===== config.mk =====
export PLATFORM = sky130hd
export DESIGN_NAME = cla_adder
export DESIGN_NICKNAME = d
export VERILOG_FILES = /design/src/rtl/cla_pkg.sv /design/src/rtl/cla_fa.sv /design/src/rtl/cla_group.sv /design/src/rtl/cla_carry_unit.sv /design/src/rtl/cla_adder.sv
export SDC_FILE = /design/constraint.sdc
export NUM_CORES = 1
export LEC_CHECK = 0
export ABC_AREA = 1
export BUFFER_PORTS_ARGS = -buffer_cell sky130_fd_sc_hd__buf_2
export CAP_MARGIN = 40
export CORE_MARGIN = 2
export CORE_UTILIZATION = 50
export DETAILED_ROUTE_END_ITERATION = 10
export PLACE_DENSITY = 0.83
export SYNTH_ARGS = -nofsm -noshare
export SYNTH_HDL_FRONTEND = slang
export SYNTH_SLANG_ARGS = --single-unit

===== constraint.sdc =====
create_clock -name vclk -period 4.15
set_clock_uncertainty 0.05 [all_clocks]
set_input_delay 0.415 -clock vclk [all_inputs]
set_output_delay 0.415 -clock vclk [all_outputs]
set_load 0.1 [all_outputs]

===== src/rtl/cla_pkg.sv =====
package cla_pkg;
  localparam int unsigned GRP_W = 4;

  typedef struct packed {
    logic gen;
    logic prop;
  } gp_t;
endpackage


===== src/rtl/cla_fa.sv =====
module cla_fa (
  input  logic a_i,
  input  logic b_i,
  input  logic c_i,
  output logic s_o,
  output logic c_o,
  output logic g_o,
  output logic p_o
);
  logic x;

  assign g_o = a_i & b_i;
  assign p_o = a_i | b_i;
  assign x   = a_i ^ b_i;
  assign s_o = x ^ c_i;
  assign c_o = g_o | (p_o & c_i);

  always_comb begin
    AST_FA_ARITH: assert ({c_o, s_o} == ({1'b0, a_i} + {1'b0, b_i} + {1'b0, c_i}))
      else $error("full adder mismatch");
  end
endmodule


===== src/rtl/cla_group.sv =====
module cla_group
  import cla_pkg::*;
#(
  parameter int unsigned GW = GRP_W
) (
  input  logic [GW-1:0] a_i,
  input  logic [GW-1:0] b_i,
  input  logic          cin_i,
  output logic [GW-1:0] sum_o,
  output gp_t           gp_o,
  output logic          rc_o
);
  logic [GW:0]   chain;
  logic [GW-1:0] g_col;
  logic [GW-1:0] p_col;

  assign chain[0] = cin_i;

  for (genvar i = 0; i < GW; i++) begin : g_col_fa
    cla_fa u_fa (
      .a_i (a_i[i]),
      .b_i (b_i[i]),
      .c_i (chain[i]),
      .s_o (sum_o[i]),
      .c_o (chain[i+1]),
      .g_o (g_col[i]),
      .p_o (p_col[i])
    );
  end

  assign rc_o = chain[GW];

  // slice generate: fold from column 0 upward
  always_comb begin
    logic acc;
    acc = g_col[0];
    for (int i = 1; i < GW; i++) acc = g_col[i] | (p_col[i] & acc);
    gp_o.gen  = acc;
    gp_o.prop = &p_col;
  end

  always_comb begin
    AST_GRP_GEN_OUT: assert (!gp_o.gen || rc_o)
      else $error("slice generates but ripple carry low");
    AST_GRP_KILL: assert (gp_o.gen || gp_o.prop || !rc_o)
      else $error("slice neither generates nor propagates yet carries");
    AST_GRP_PASS: assert (gp_o.gen || !gp_o.prop || (rc_o == cin_i))
      else $error("propagating slice did not pass carry-in");
  end
endmodule


===== src/rtl/cla_carry_unit.sv =====
module cla_carry_unit
  import cla_pkg::*;
#(
  parameter int unsigned N_GRP = 8
) (
  input  gp_t [N_GRP-1:0] gp_i,
  input  logic            cin_i,
  output logic [N_GRP:0]  c_o
);
  assign c_o[0] = cin_i;

  for (genvar k = 0; k < N_GRP; k++) begin : g_step
    assign c_o[k+1] = gp_i[k].gen | (gp_i[k].prop & c_o[k]);
  end

  always_comb begin
    AST_CARRY_SEED: assert (c_o[0] == cin_i)
      else $error("slice 0 carry not driven by carry-in");
    for (int k = 0; k < N_GRP; k++) begin
      AST_CARRY_GEN: assert (!gp_i[k].gen || c_o[k+1])
        else $error("generating slice yields no carry");
      AST_CARRY_BLOCK: assert (gp_i[k].gen || gp_i[k].prop || !c_o[k+1])
        else $error("blocking slice yields carry");
    end
  end
endmodule


===== src/rtl/cla_adder.sv =====
module cla_adder
  import cla_pkg::*;
#(
  parameter int unsigned WIDTH = 32
) (
  input  logic [WIDTH-1:0] a_i,
  input  logic [WIDTH-1:0] b_i,
  input  logic             cin_i,
  output logic [WIDTH-1:0] sum_o,
  output logic             cout_o
);
  localparam int unsigned N_GRP = WIDTH / GRP_W;

  if ((WIDTH == 0) || (WIDTH % GRP_W != 0)) begin : g_bad_width
    $error("WIDTH must be a nonzero multiple of 4");
  end

  gp_t  [N_GRP-1:0] gp;
  logic [N_GRP:0]   carry;
  logic [N_GRP-1:0] ripple_c;

  cla_carry_unit #(.N_GRP(N_GRP)) u_carry (
    .gp_i  (gp),
    .cin_i (cin_i),
    .c_o   (carry)
  );

  for (genvar k = 0; k < N_GRP; k++) begin : g_slice
    cla_group #(.GW(GRP_W)) u_grp (
      .a_i   (a_i[k*GRP_W +: GRP_W]),
      .b_i   (b_i[k*GRP_W +: GRP_W]),
      .cin_i (carry[k]),
      .sum_o (sum_o[k*GRP_W +: GRP_W]),
      .gp_o  (gp[k]),
      .rc_o  (ripple_c[k])
    );
  end

  assign cout_o = carry[N_GRP];

  always_comb begin
    AST_TOTAL_SUM: assert ({cout_o, sum_o} == ({1'b0, a_i} + {1'b0, b_i} + {{WIDTH{1'b0}}, cin_i}))
      else $error("adder result mismatch");
    AST_COUT_TOP: assert (cout_o == ripple_c[N_GRP-1])
      else $error("carry-out disagrees with top slice ripple");
    for (int k = 0; k < N_GRP; k++) begin
      AST_RIPPLE_MATCH: assert (ripple_c[k] == carry[k+1])
        else $error("ripple and lookahead carries differ");
    end
  end
endmodule


# --- Yosys cells after proc, flatten, opt, wreduce, memory -nomap -nowiden ---
# Cells that the tools add are included.
classes:
  bitwise_logic: 240
  reduce_logical: 8
ops:
  columns: ["operator", "count"]
  rows:
  - ["1-bit bitwise AND", 88]
  - ["1-bit OR", 88]
  - ["1-bit XOR", 64]
  - ["4-bit AND reduction", 8]
totals:
  register_bits: 0
  in_bits: 65
  wordCells: 248

# --- Depth between registers and ports, before layout ---
logic_depth:
  ltp_word: 27
  ltp_mapped: 25
  ltp_nobuf: 24

# --- Modules after synthesis ---
# From an unflattened synthesis, not the netlist that was laid out.
hier_totals:
  cells_unflattened: 297
  area_unflattened_um2: 2302.2
modules_own_cells:
  columns: ["module", "instances", "cells_per_inst", "area_per_inst_um2", "seq_area_each_um2"]
  rows:
  - ["cla_fa", 32, 6, 56.3, 0.0]
  - ["cla_group", 8, 10, 46.3, 0.0]
  - ["cla_carry_unit", 1, 25, 130.1, 0.0]

# --- Worst setup path before layout ---
# OpenSTA, ideal clock, no wires.
synth_path:
  path_kind: "input port to output port"
  from: "input port a_i[5]"
  to: "output port sum_o[30]"
  arrival_time_ns: 3.061
  required_ns: 3.685
  setup_slack_ns: 0.624
  path_stages: 25
  n_path_buf: 1
  path_cell_list: "inv_1 > ha_1 > inv_1 > nand2_1 > nand2_1 > nand2_1 > nand2_1 > a21oi_1 > nand2_1 > nand2_1 > nand2_1 > nand2_1 > nand2_1 > nand2_1 > nand2_2 > nand2_2 > nand2_2 > nand2_2 > nand2_2 > fa_1 > fa_1 > inv_1 > fa_1 > inv_1 > buf_4"
synth_between:
  elab_chain_len: 23
  word_cells_on_any_way: 26
synth_lines:
  columns: ["element", "line_no", "rtl"]
  rows:
  - ["start, declared", "cla_adder.sv:6", "input logic [WIDTH-1:0] a_i,"]
  - ["1-bit OR", "cla_fa.sv:13", "assign p_o = a_i | b_i;"]
  - ["1-bit bitwise AND", "cla_group.sv:37", "for (int i = 1; i < GW; i++) acc = g_col[i] | (p_col[i] & acc);"]
  - ["1-bit OR", "cla_group.sv:37", null]
  - ["1-bit bitwise AND", "cla_group.sv:37", null]
  - ["1-bit OR", "cla_group.sv:37", null]
  - ["1-bit bitwise AND", "cla_group.sv:37", null]
  - ["1-bit OR", "cla_group.sv:37", null]
  - ["1-bit OR *", "cla_carry_unit.sv:13", "assign c_o[k+1] = gp_i[k].gen | (gp_i[k].prop & c_o[k]);"]
  - ["[7 not listed]", null, null]
  - ["1-bit OR *", "cla_carry_unit.sv:13", null]
  - ["1-bit bitwise AND *", "cla_carry_unit.sv:13", null]
  - ["1-bit OR *", "cla_carry_unit.sv:13", null]
  - ["1-bit bitwise AND *", "cla_fa.sv:16", "assign c_o = g_o | (p_o & c_i);"]
  - ["1-bit OR *", "cla_fa.sv:16", null]
  - ["1-bit bitwise AND *", "cla_fa.sv:16", null]
  - ["1-bit OR *", "cla_fa.sv:16", null]
  - ["1-bit XOR *", "cla_fa.sv:15", "assign s_o = x ^ c_i;"]
  - ["end, declared", "cla_adder.sv:9", "output logic [WIDTH-1:0] sum_o,"]
# Mark *: on every way between the ends. The rest lies on a longest branch, timed or not.

# --- Worst setup path after layout ---
# Same ends and word-level chain as after synthesis.

==> flow_metrics.env <==
export IMPL_globalRoute_totalOverflow=0
export IMPL_period_share_pct=91.34
export IMPL_floorplan_die_width_um=71.53
export IMPL_post_drt_wl_per_cell_um=9.825
export IMPL_regArea_sq_um=0
export IMPL_mostFrequentLayoutCells="106 x inv_1, 95 x buf_2, 64 x ha_1, 23 x fa_1, 17 x nand2_1"
export IMPL_peakVddDrop_mv=0.2024
export IMPL_grt_setup_unrepaired="no"
export IMPL_n_fill_cell=393
export IMPL_synth_distinct_cells=15
export IMPL_report_power_total_uw=813.2
export IMPL_power_density_cell_area_mw_per_mm2=307.7
export IMPL_number_of_pins_with_negative_max_slew_slack_in_the_final_report=0
export IMPL_cp_arrival_ns=3.33
export IMPL_max_cap_violations=0
export IMPL_power_leakage_uw=0.001738
export IMPL_io_buffer_count=98
export IMPL_timing_critical_path_mode_cell="nand2_1"
export IMPL_route_final_wire_length_mm=3.989
export IMPL_synth_yosys_seq_area_share_pct=0
export IMPL_place_detailed_hpwl_mm=3.906
export IMPL_fraction_of_synthesized_cell_area_taken_by_the_top_area_cell_type_pct=35.13
export IMPL_fin_cells=406
export IMPL_dp_cells=406
export IMPL_worst_slew_pin_tran_ns=0.4995
export IMPL_postSynthAreaPerCell_sq_um=7.916
export IMPL_timing_critical_path_required_ns=3.68
export IMPL_remaining_antenna_violation_count_after_routing=0
export IMPL_die_height_um=71.53
export IMPL_global_route_wire_length_before_repair_mm=6.831
export IMPL_area_growth_syn_to_layout_pct=15.92
export IMPL_grt_max_degree=4
export IMPL_timing_critical_path_fanout_max=3
export IMPL_drc_errors=0
export IMPL_mappedNetlistNets=441
export IMPL_die_area_sq_mm=0.005116
export IMPL_synth_warnings=0
export IMPL_maxClockFrequency_mhz=263.8
export IMPL_tns_ns=0
export IMPL_worst_setup_path_type="input pin to output port"
export IMPL_synth_cells=288
export IMPL_flops_and_latches=0
export IMPL_status="completed"
export IMPL_timing_critical_path_slowest_stage_cell="fa_1"
export IMPL_io_pins=98
export IMPL_end_kind="output port"
export IMPL_grt_util_all_layers_pct=15.83
export IMPL_first_global_vias=1825
export IMPL_vias=1745
export IMPL_start_kind="input pin"
export IMPL_syn_area_sq_mm=0.002280
export IMPL_synth_area_top_cells="ha_1 35%, fa_1 21%, inv_1 17%, buf_4 11%, nand2_1 2.8%"
export IMPL_final_hold_viol_count=0
export IMPL_antenna_found_initial=0
export IMPL_final_common_cell="inv_1"
export IMPL_post_synth_top_area_cell="ha_1"
export IMPL_global_placement_routability_congestion=0.7970
export IMPL_worst_path_largest_cell_delay_ns=0.41
export IMPL_insertedDiodeCount=0
export IMPL_finalWorstPathRequiredPeriod_ns=3.791
export IMPL_drt_first_iter_violations=24
export IMPL_layout_clock_buffers=0
export IMPL_hold_fix_buffers_cts=0
export IMPL_initial_utilization_pct=52.00
export IMPL_slew_headroom_pct=66.93
export IMPL_finish_utilization_pct=60.27
export IMPL_setup_violations=0
export IMPL_drt_pre_antenna_iters=4
export IMPL_hold_class="input pin to output port"
export IMPL_core_region_area_sq_mm=0.004384
export IMPL_core_rowCount=24
export IMPL_fraction_of_final_layout_cells_with_drive_strength_greater_than_1_pct=30.23
export IMPL_vias_per_cell=4.298
export IMPL_fin_nets=509
timing repair:
action,in CTS,in global routing
resized for setup,0,1
setup buffers,0,0
endpoints found under the setup margin,0,1
routing by layer:
layer,up-vias,wire [um],GRT usage (%)
met2,47,2262,33.23
li1,904,-,-
met3,4,172,0.5626
met1,790,1508,16.68
met5,-,0,0
met4,0,46,4.403
path summary, 6_finish.rpt:
check                    from        end  slack [ns]  depth (start not counted)
worst max-delay path   a_i[5]  sum_o[30]        0.36                         26
worst min-delay path  a_i[31]  sum_o[31]        1.36                          5
report_power, final:
part | switching (uW) | internal (uW)
Sequential | 0 | 0
Combinational | 654 | 159
Clock | 0 | 0
Total | 654 | 159
per-stage QoR:
| step | hold slack [ns] | worst slack, ns | area (sq um) |
|---|---|---|---|
| after floorplan | 1.193 | 0.6243 | 2280 |
| after global placement | 1.332 | 0.3997 | 2640 |
| after detailed placement | 1.359 | 0.3012 | 2640 |
| after CTS | 1.359 | 0.2881 | 2640 |
| after global routing | 1.395 | 0.02021 | 2643 |
| final | 1.364 | 0.3594 | 2643 |
critical path: cells and delay by family:
family | cells | cell delay, ns
fa+ha+maj | 4 | 1.31
compound gates | 1 | 0.11
simple gates | 15 | 0.90
buf+inv | 6 | 0.60
synthesized netlist by cell type:
master    instances
nand2_2           5
ha_1             64
xnor2_1           3
nand2_1          17
inv_1           106
a21oi_1          10
buf_4            32
o21bai_1          7
nor3_2            1
nor4_2            1
xor2_1            5
nor2_1            6
nor4_1            6
fa_1             24
nand3_2           1
final cells by class:
cell class | instances | area [sq um] | share of cell area [%]
multi-input cells | 150 | 1644 | 62.22
repair buffers | 98 | 535.5 | 20.27
inverters | 106 | 397.9 | 15.06
well taps | 52 | 65.06 | 2.462
cells by family (layout without fill, tap and decap cells):
kind of cell / count (synthesis) / in the layout / share of synthesized area, %
buffers and inverters: 138 / 204 / 27.99
adder cells (fa/ha/maj): 88 / 88 / 56.20
AND/OR/NAND/NOR: 37 / 37 / 8.233
AO/OA/AOI/OAI: 17 / 17 / 4.501
XOR/XNOR: 8 / 8 / 3.074
No activity file was read; power rests on OpenSTA's default activity.
